### config.mk
export PLATFORM = sky130hd
export DESIGN_NAME = irqv_ctrl
export DESIGN_NICKNAME = d
export VERILOG_FILES = /design/src/rtl/irqv_pkg.sv /design/src/rtl/irqv_edge_latch.sv /design/src/rtl/irqv_arbiter.sv /design/src/rtl/irqv_vecgen.sv /design/src/rtl/irqv_ctrl.sv
export SDC_FILE = /design/constraint.sdc
export NUM_CORES = 1
export LEC_CHECK = 0
export CORE_MARGIN = 8
export CORE_UTILIZATION = 46
export DETAILED_ROUTE_END_ITERATION = 10
export PLACE_DENSITY = 0.88
export RECOVER_POWER = 25
export SLEW_MARGIN = 10
export SYNTH_ARGS = -nofsm -noshare
export SYNTH_HDL_FRONTEND = slang
export SYNTH_SLANG_ARGS = --single-unit
### constraint.sdc
create_clock -name clk -period 3.56 [get_ports clk]
set_input_delay 0.712 -clock clk [delete_from_list [all_inputs] [get_ports clk]]
set_output_delay 0.712 -clock clk [all_outputs]
set_load 0.01 [all_outputs]
### src/rtl/irqv_pkg.sv
package irqv_pkg;
    localparam int VW      = 16;
    localparam int SLOT_W  = 3;
    localparam int NLVL    = 3;
    localparam int STAT_W  = 8;

    typedef enum logic [2:0] {
        CMD_NONE  = 3'd0,
        CMD_EI    = 3'd1,
        CMD_DI    = 3'd2,
        CMD_HALT  = 3'd3,
        CMD_MASK  = 3'd4,
        CMD_SWRST = 3'd5,
        CMD_STAT  = 3'd6
    } cmd_e;

    typedef enum logic [2:0] {
        SRC_NONE = 3'd0,
        SRC_NMI  = 3'd1,
        SRC_L75  = 3'd2,
        SRC_L65  = 3'd3,
        SRC_L55  = 3'd4,
        SRC_SW   = 3'd5
    } src_e;

    typedef struct packed {
        logic nmi;
        logic l75;
        logic l65;
        logic l55;
    } grant_s;

    localparam logic [SLOT_W-1:0] SLOT_NMI = 3'd4;
    localparam logic [SLOT_W-1:0] SLOT_L55 = 3'd5;
    localparam logic [SLOT_W-1:0] SLOT_L65 = 3'd6;
    localparam logic [SLOT_W-1:0] SLOT_L75 = 3'd7;

    function automatic logic [VW-1:0] slot_vec(input logic [SLOT_W-1:0] n,
                                               input logic half);
        return {{(VW-SLOT_W-3){1'b0}}, n, half, 2'b00};
    endfunction
endpackage

### src/rtl/irqv_edge_latch.sv
module irqv_edge_latch #(
    parameter int N = 2
) (
    input  logic         clk,
    input  logic         rst,
    input  logic [N-1:0] req,
    input  logic [N-1:0] clr,
    output logic [N-1:0] pend
);
    logic [N-1:0] req_q;

    for (genvar i = 0; i < N; i++) begin : g_bit
        logic rise;
        assign rise = req[i] & ~req_q[i];

        always_ff @(posedge clk) begin
            if (rst) begin
                req_q[i] <= 1'b0;
                pend[i]  <= 1'b0;
            end else begin
                req_q[i] <= req[i];
                pend[i]  <= rise | (pend[i] & ~clr[i]);
            end
        end


        pend_hold_chk: assert property (@(posedge clk) disable iff (rst)
            (pend[i] && !clr[i]) |=> pend[i])
            else $error("pending request lost without acknowledge");
    end
endmodule

### src/rtl/irqv_arbiter.sv
module irqv_arbiter
    import irqv_pkg::*;
(
    input  logic            pend_nmi,
    input  logic            pend_l75,
    input  logic            lvl65,
    input  logic            lvl55,
    input  logic            ie,
    input  logic [NLVL-1:0] mask,
    output grant_s          grant,
    output src_e            src
);
    logic want75, want65, want55;

    assign want75 = ie & pend_l75 & ~mask[2];
    assign want65 = ie & lvl65    & ~mask[1];
    assign want55 = ie & lvl55    & ~mask[0];

    always_comb begin
        grant = '0;
        src   = SRC_NONE;
        if (pend_nmi) begin
            grant.nmi = 1'b1;
            src       = SRC_NMI;
        end else if (want75) begin
            grant.l75 = 1'b1;
            src       = SRC_L75;
        end else if (want65) begin
            grant.l65 = 1'b1;
            src       = SRC_L65;
        end else if (want55) begin
            grant.l55 = 1'b1;
            src       = SRC_L55;
        end
    end


    always_comb begin
        grant_onehot_chk: assert ($onehot0(grant))
            else $error("more than one request granted");
    end
endmodule

### src/rtl/irqv_vecgen.sv
module irqv_vecgen
    import irqv_pkg::*;
(
    input  src_e              src,
    input  logic [SLOT_W-1:0] sw_num,
    output logic [VW-1:0]     vec
);
    always_comb begin
        unique case (src)
            SRC_NMI: vec = slot_vec(SLOT_NMI, 1'b1);
            SRC_L75: vec = slot_vec(SLOT_L75, 1'b1);
            SRC_L65: vec = slot_vec(SLOT_L65, 1'b1);
            SRC_L55: vec = slot_vec(SLOT_L55, 1'b1);
            SRC_SW:  vec = slot_vec(sw_num, 1'b0);
            default: vec = '0;
        endcase
    end
endmodule

### src/rtl/irqv_ctrl.sv
module irqv_ctrl
    import irqv_pkg::*;
(
    input  logic              clk,
    input  logic              rst,
    input  logic [2:0]        cmd_op,
    input  logic [SLOT_W-1:0] cmd_arg,
    input  logic              nmi_i,
    input  logic              lvl55_i,
    input  logic              lvl65_i,
    input  logic              edge75_i,
    output logic              take_o,
    output logic [VW-1:0]     vector_o,
    output logic              halted_o,
    output logic [STAT_W-1:0] status_o
);
    localparam logic [VW-1:0] V55 = slot_vec(SLOT_L55, 1'b1);

    logic              ie_q;
    logic [NLVL-1:0]   mask_q;
    logic              halted_q;
    logic              take_q;
    logic              hw_take_q;
    logic [VW-1:0]     vec_q;
    logic [STAT_W-1:0] stat_q;

    logic [1:0]        pend;
    grant_s            grant;
    src_e              hw_src;
    src_e              vsrc;
    logic              accept;
    logic [VW-1:0]     vec_next;
    cmd_e              cmd;

    assign cmd = cmd_e'(cmd_op);

    irqv_edge_latch #(.N(2)) u_latch (
        .clk  (clk),
        .rst  (rst),
        .req  ({edge75_i, nmi_i}),
        .clr  ({grant.l75, grant.nmi}),
        .pend (pend)
    );

    irqv_arbiter u_arb (
        .pend_nmi (pend[0]),
        .pend_l75 (pend[1]),
        .lvl65    (lvl65_i),
        .lvl55    (lvl55_i),
        .ie       (ie_q),
        .mask     (mask_q),
        .grant    (grant),
        .src      (hw_src)
    );

    assign accept = (hw_src != SRC_NONE);
    assign vsrc   = accept ? hw_src : SRC_SW;

    irqv_vecgen u_vec (
        .src    (vsrc),
        .sw_num (cmd_arg),
        .vec    (vec_next)
    );

    always_ff @(posedge clk) begin
        if (rst) begin
            ie_q      <= 1'b0;
            mask_q    <= '1;
            halted_q  <= 1'b0;
            take_q    <= 1'b0;
            hw_take_q <= 1'b0;
            vec_q     <= '0;
            stat_q    <= '0;
        end else begin
            take_q    <= 1'b0;
            hw_take_q <= 1'b0;
            if (accept) begin
                take_q    <= 1'b1;
                hw_take_q <= 1'b1;
                vec_q     <= vec_next;
                ie_q      <= 1'b0;
                halted_q  <= 1'b0;
            end else if (!halted_q) begin
                unique case (cmd)
                    CMD_EI:    ie_q     <= 1'b1;
                    CMD_DI:    ie_q     <= 1'b0;
                    CMD_HALT:  halted_q <= 1'b1;
                    CMD_MASK:  mask_q   <= cmd_arg;
                    CMD_SWRST: begin
                        take_q <= 1'b1;
                        vec_q  <= vec_next;
                    end
                    CMD_STAT:  stat_q <= {1'b0, pend[1], lvl65_i, lvl55_i,
                                          ie_q, mask_q};
                    default:   ;
                endcase
            end
        end
    end

    assign take_o   = take_q;
    assign vector_o = vec_q;
    assign halted_o = halted_q;
    assign status_o = stat_q;


    ack_clears_ie_chk: assert property (@(posedge clk) disable iff (rst)
        hw_take_q |-> !ie_q)
        else $error("enable survived an acknowledge");


    halt_exit_chk: assert property (@(posedge clk) disable iff (rst)
        (!$past(rst) && $fell(halted_q)) |-> hw_take_q)
        else $error("halt left without an accepted interrupt");


    hw_vec_chk: assert property (@(posedge clk) disable iff (rst)
        hw_take_q |-> (take_q && vec_q[2:0] == 3'd4))
        else $error("hardware vector off its slot");


    sw_vec_chk: assert property (@(posedge clk) disable iff (rst)
        (take_q && !hw_take_q) |-> (vec_q[2:0] == 3'd0))
        else $error("software vector misaligned");


    mask55_chk: assert property (@(posedge clk) disable iff (rst)
        (hw_take_q && vec_q == V55) |-> $past(ie_q && !mask_q[0]))
        else $error("level 5.5 taken while blocked");
endmodule

==> metrics.txt, run 1 <==
status=finished, final reports clean; RR Startpoint=halted_o; Vias/cell=4.80; layout cell share with drive strength beyond 1=6.02%; DR pass1 iterations=4; Hold WS=0.393 ns; Routed WL=around 2000 µm; max-capacitance violation count=0; Hold Path Class=register to register; Final GP Congestion=a little over 0.8; Worst Path Arrival=2.40 ns; Post-synth EDFFs=0; count of cell types in the netlist=26; Final min period=2.16 ns; global route overflow=0; Post-Synthesis Cells=110; TritonCTS buffer count=3; Synth Flop Type=dfxtp_1; FILL cells=approximately 210; chip width=approximately 63 µm; Core Area=0.00215 mm²; Row Count=17; Worst IR Drop VDD=0.211 mV; Global Route Usage Sum=10.2%; initial drt markers=13; crit path to=status_o[0]; initial antenna violation count=0; CP Launch Point=cmd_op[2]; setup bufs post-CTS=0; CTS tree=done; global-route wire length before repair=between 3000 and 4000 µm; register clock-pin slew on the reported worst setup and hold paths=about 0.12 ns; DP HPWL=1540 µm; total number of yosys warnings=0; part of the power in registers=57.2%; die area=0.00396 mm²; FFs w/ async S/R, synth=0%; #FFs+latches synth=21; RSZ-0062 raised after global routing=no; kind of critical path=input port to register; Max Transition Viols Final=0; Net Sw Frac=between 20% and 30%; part of the power in combinational logic=16.9%; final setup TNS=0 ns; Slew Limit Headroom=about half; # clock sinks=21; Syn-to-layout area delta=23.2%; NumNets Final=146; placed cells=between 150 and 200; Clk Latency, worst-skew pair=0.30 ns; # diodes=0; type of origin of the critical path=input port; mean cell area of the mapped netlist=just over 9 µm²; Routed wire per std cell=12.3 µm; port bufs=24; via count=773; fin area=approximately 0.0012 mm²; cts repair resizes=0; antenna-violating nets left=0; Power Dens Cells=around 360 mW/mm²; Final setup viols=0; Placed Instance Area=0.00122 mm²; Cell Int Power=0.328 mW; clock buffer depth=2; vias in the first global route=771; # hold bufs at CTS=0; r2r worst-path depth=3; root buffer cell=clkbuf_4; fin cells=161; crit-path max FO=7; chip height=62.9 µm; Mapped Area=between 0.001 and 0.0015 mm²; worst-margin pin slew=0.776 ns; DRC=0; Crit. End Element=register; io pins=38; commonest non-fill, non-tap cells in the layout=dfxtp_1, clkdlybuf4s50_1, nand2b_1; Initial Util=47.2%; leak pwr=0.474 nW; FF-to-FF setup slack=1.97 ns; Setup Skew=0.00104 ns; part of the cycle the worst path needs=about three fifths; H-tree Lvls=1; largest net degree at the start of global routing=30; Reg area=420 µm²; Multi-input gate area=514 µm²; Clock Power Share=25.9%; P_sw=0.116 mW; CP required=3.80 ns; Final Hold Viols=0; fmax=approximately 460 MHz; Worst R2R End=status_o[0]; Seq/Total Area, Yosys=41.5%
sequential cells by signal (all words and copies together) (netlist names):
name,flops
u_latch.req_q,2
u_latch.pend,2
halted_o,1
vector_o,4
ie_q,1
mask_q,3
take_o,1
status_o,7
cell families (layout without fill, tap and decap cells):
| group | Yosys count | after routing | share of synthesized area, % |
|---|---|---|---|
| simple gates | 41 | 41 | 25.4 |
| flops | 21 | 21 | 41.5 |
| buf+inv | 20 | 31 | 12.2 |
| compound gates | 15 | 15 | 8.64 |
| mux | 12 | 12 | 11.9 |
| other cells | 1 | 13 | 0.370 |
per-layer routing:
layer / global-route usage [%] / up-vias / share of wire (%) / wire length (µm)
met2: 16.1 / 25 / 45 / 893
met1: 12.3 / 352 / 47 / 940
met4: 4.27 / 0 / 1.6 / 31
met5: 0 / - / 0 / 0
li1: - / 391 / - / -
met3: 3.58 / 5 / 5.7 / 113
cell type report:
type / count / area share (%)
inverters: 3 / 0.902
clock inverters: 1 / 0.401
flip-flops and latches: 21 / 33.7
clock buffers: 3 / 1.80
well taps: 28 / 2.81
multi-input cells: 81 / 41.2
repair buffers: 24 / 19.2
worst max-delay path, stage by stage:
cell and delay [ns]:
clkdlybuf4s50_1 0.52, inv_2 0.07, or4b_4 0.49, nor3_4 0.38, mux2i_1 0.23
synthesized netlist by cell type, types with 2 or more instances:
cell type  number  share of area, %
a21oi_1         6               3.0
a31oi_1         2               1.2
buf_4          13               9.6
clkbuf_1        4               1.5
dfxtp_1        21                41
inv_1           2              0.74
mux2i_1        12                12
nand2_1         2              0.74
nand2b_1       18                11
nor2_1          8               3.0
nor2b_1         4               2.5
nor3_1          2              0.99
o21ai_0         2              0.99
o31ai_1         2               1.5
power groups by stage:
stage / sequential, mW / clock, mW / combinational, mW
floorplan: 0.262 / 0 / 0.0484
detailed placement: 0.260 / 0 / 0.0758
CTS: 0.255 / 0.119 / 0.0761
global route: 0.256 / 0.127 / 0.0822
finish: 0.254 / 0.115 / 0.0750
global placement: 0.259 / 0 / 0.0743
metrics by stage:
stage          setup WS, ns  util (%)  total power, mW
3_3_place_gp           1.13      56.8            0.334
2_1_floorplan          1.72         -            0.311
5_1_grt                1.30      58.1            0.466
6_report               1.40      58.1            0.445
4_1_cts                1.40      58.1            0.450
3_5_place_dp           1.08      56.8            0.335
how the worst min path moves through the flow:
stage | startpoint | to | slack [ns] | cells after the start
finish | u_latch.req_q[0] | u_latch.pend[0] | 0.39 | 1
global route | u_latch.req_q[0] | u_latch.pend[0] | 0.42 | 1
CTS | u_latch.req_q[0] | u_latch.pend[0] | 0.39 | 1
detailed placement | u_latch.req_q[0] | u_latch.pend[0] | 0.38 | 1
global placement | u_latch.req_q[0] | u_latch.pend[0] | 0.37 | 1
floorplan | u_latch.req_q[0] | u_latch.pend[0] | 0.37 | 1
No activity file was read; power rests on OpenSTA's default activity.
==> run 2: changes to the inputs <==
Settings changed: CORE_UTILIZATION 46 to 39, PLACE_DENSITY 0.88 to 0.8.
Clock period 3.56 ns to 1.9 ns, I/O delays scaled along.
==> run 2 against run 1 <==
Effect of this change:
- worst hold slack got worse by 0.010 ns
- cell count rose by 6.2%
- global-route usage fell by 0.25 points
- sequential share of layout area fell by 1.7 points
- routed wire length rose by 9.8%
- clock skew rose by 0.0070 ns
- die area rose by 13%
- largest cell class unchanged
- largest power group unchanged
==> metrics.txt, run 2 (same netlist as run 1, synthesis figures left out) <==
status=finished, final reports clean; RR Startpoint=halted_o; crit-path max FO=7 (unchanged); fin area=0.00132 mm² (+5.3%); Worst Path Arrival=1.97 ns (-0.43 ns); Power Dens Cells=637 mW/mm² (+79%); initial drt markers=28 (+15); Placed Instance Area=0.00130 mm² (+6.1%); vias in the first global route=790 (+2.5%); Final Hold Viols=0 (unchanged); Worst IR Drop VDD=0.451 mV (+110%); Final min period=1.75 ns; RSZ-0062 raised after global routing=no; CP Launch Point=cmd_op[1]; most common cell after layout, fill and taps aside=clkdlybuf4s50_1; chip width=67.0 µm (+6.4%); cts repair resizes=0 (unchanged); CP required=2.12 ns (-1.68 ns); Global Route Usage Sum=10.0% (-0.25 points); Final GP Congestion=0.764 (-6.9%); kind of critical path=input port to register; commonest non-fill, non-tap cells in the layout=clkdlybuf4s50_1, dfxtp_1, nand2b_1; Crit. End Element=register; Routed wire per std cell=12.7 µm (+3.3%); io pins=38 (unchanged); initial antenna violation count=0 (unchanged); Routed WL=2170 µm (+9.8%); chip height=67.0 µm (+6.4%); # clock sinks=21 (unchanged); DRC=0 (unchanged); via count=811 (+4.9%); CTS tree=done; Max Transition Viols Final=0 (unchanged); Initial Util=40.9% (-6.3 points); global route overflow=0 (unchanged); placed cells=167 (+6.4%); global-route wire length before repair=3590 µm (+5.1%); antenna-violating nets left=0 (unchanged); Final setup viols=0 (unchanged); Setup Skew=0.00800 ns (+0.00696 ns); root buffer cell=clkbuf_4; # hold bufs at CTS=0 (unchanged); final setup TNS=0 ns (unchanged); Row Count=18 (+1); layout cell share with drive strength beyond 1=9.22% (+3.2 points); Core Area=0.00248 mm² (+15%); leak pwr=0.504 nW (+6.2%); Clk Latency, worst-skew pair=0.29 ns (about the same); Hold Path Class=register to register; H-tree Lvls=1 (unchanged); NumNets Final=154 (+5.5%); fin cells=171 (+6.2%); max reg flops=7 (unchanged); Routed met3 length=182 µm (+61%); register clock-pin slew on the reported worst setup and hold paths=0.12 ns (about the same); # diodes=0 (unchanged); DP HPWL=1710 µm (+11%); fmax=571 MHz; clock buffer depth=2 (unchanged); largest net degree at the start of global routing=19 (-37%); Core Util, Final=53.1% (-5.0 points); DR pass1 iterations=4 (unchanged); Syn-to-layout area delta=29.8%; part of the cycle the worst path needs=between 90% and 100%; HP Start=u_latch.req_q[0]; TritonCTS buffer count=3 (unchanged); die area=0.00449 mm² (+13%); port bufs=24 (unchanged); Met2 Wirelength=1060 µm (+19%); max-capacitance violation count=0 (unchanged); Vias/cell=4.74 (-1.2%); type of origin of the critical path=input port; setup bufs post-CTS=0 (unchanged); top layer in use=met4; metal1 wirelength=911 µm (-3.1%)
==> run 2: cell count changes in the layout (fill, tap and decap cells not counted), sizes merged <==
cell,previous run,this run
clkdlybuf4s50,21,22
buf,0,6
clkbuf,3,6
dlygate4sd3,3,2
clkinv,1,0
==> run 2: through the flow <==
stage / power, mW / hold slack, ns / worst slack [ns]
floorplan: 0.582 / 0.367 / 0.394
finish: 0.837 / 0.383 / 0.149
global placement: 0.638 / 0.372 / -0.0890
global route: 0.891 / 0.397 / 0.105
detailed placement: 0.643 / 0.378 / -0.154
CTS: 0.850 / 0.393 / 0.152
==> run 2: cell type report <==
type,count,area [µm²]
sequential,21,420
timing repair buffer,32,305
fill,241,1160
tap,30,37.5
clock buffer,4,26.3
multi-input combinational,81,514
inverter,3,11.3
==> run 2: report_power, final <==
group,leakage (nW),switching (mW),internal (mW),total (mW)
clock,0.0150,0.125,0.0814,0.206
combinational,0.317,0.0714,0.0832,0.155
sequential,0.172,0.0140,0.463,0.477
total,0.504,0.210,0.627,0.837
==> run 2: path summary, 6_finish.rpt <==
check / endpoint / slack, ns / depth (start not counted)
setup / recovery: status_o[6] / 0.15 / 5
setup reg to reg: status_o[6] / 0.39 / 4
hold reg to reg: u_latch.pend[0] / 0.38 / 1
hold / removal: u_latch.pend[0] / 0.38 / 1
==> run 2: routing by layer <==
layer / track usage [%] / up-vias
met1: 11.7 / 379
met3: 2.85 / 2
li1: - / 407
met2: 16.7 / 23
met4: 3.92 / 0
met5: 0 / -
==> run 2: worst max-delay path, stage by stage <==
cell and delay, ns:
clkdlybuf4s50_1 0.57, or4b_4 0.51, nor3_4 0.16, buf_12 0.15, mux2i_1 0.20
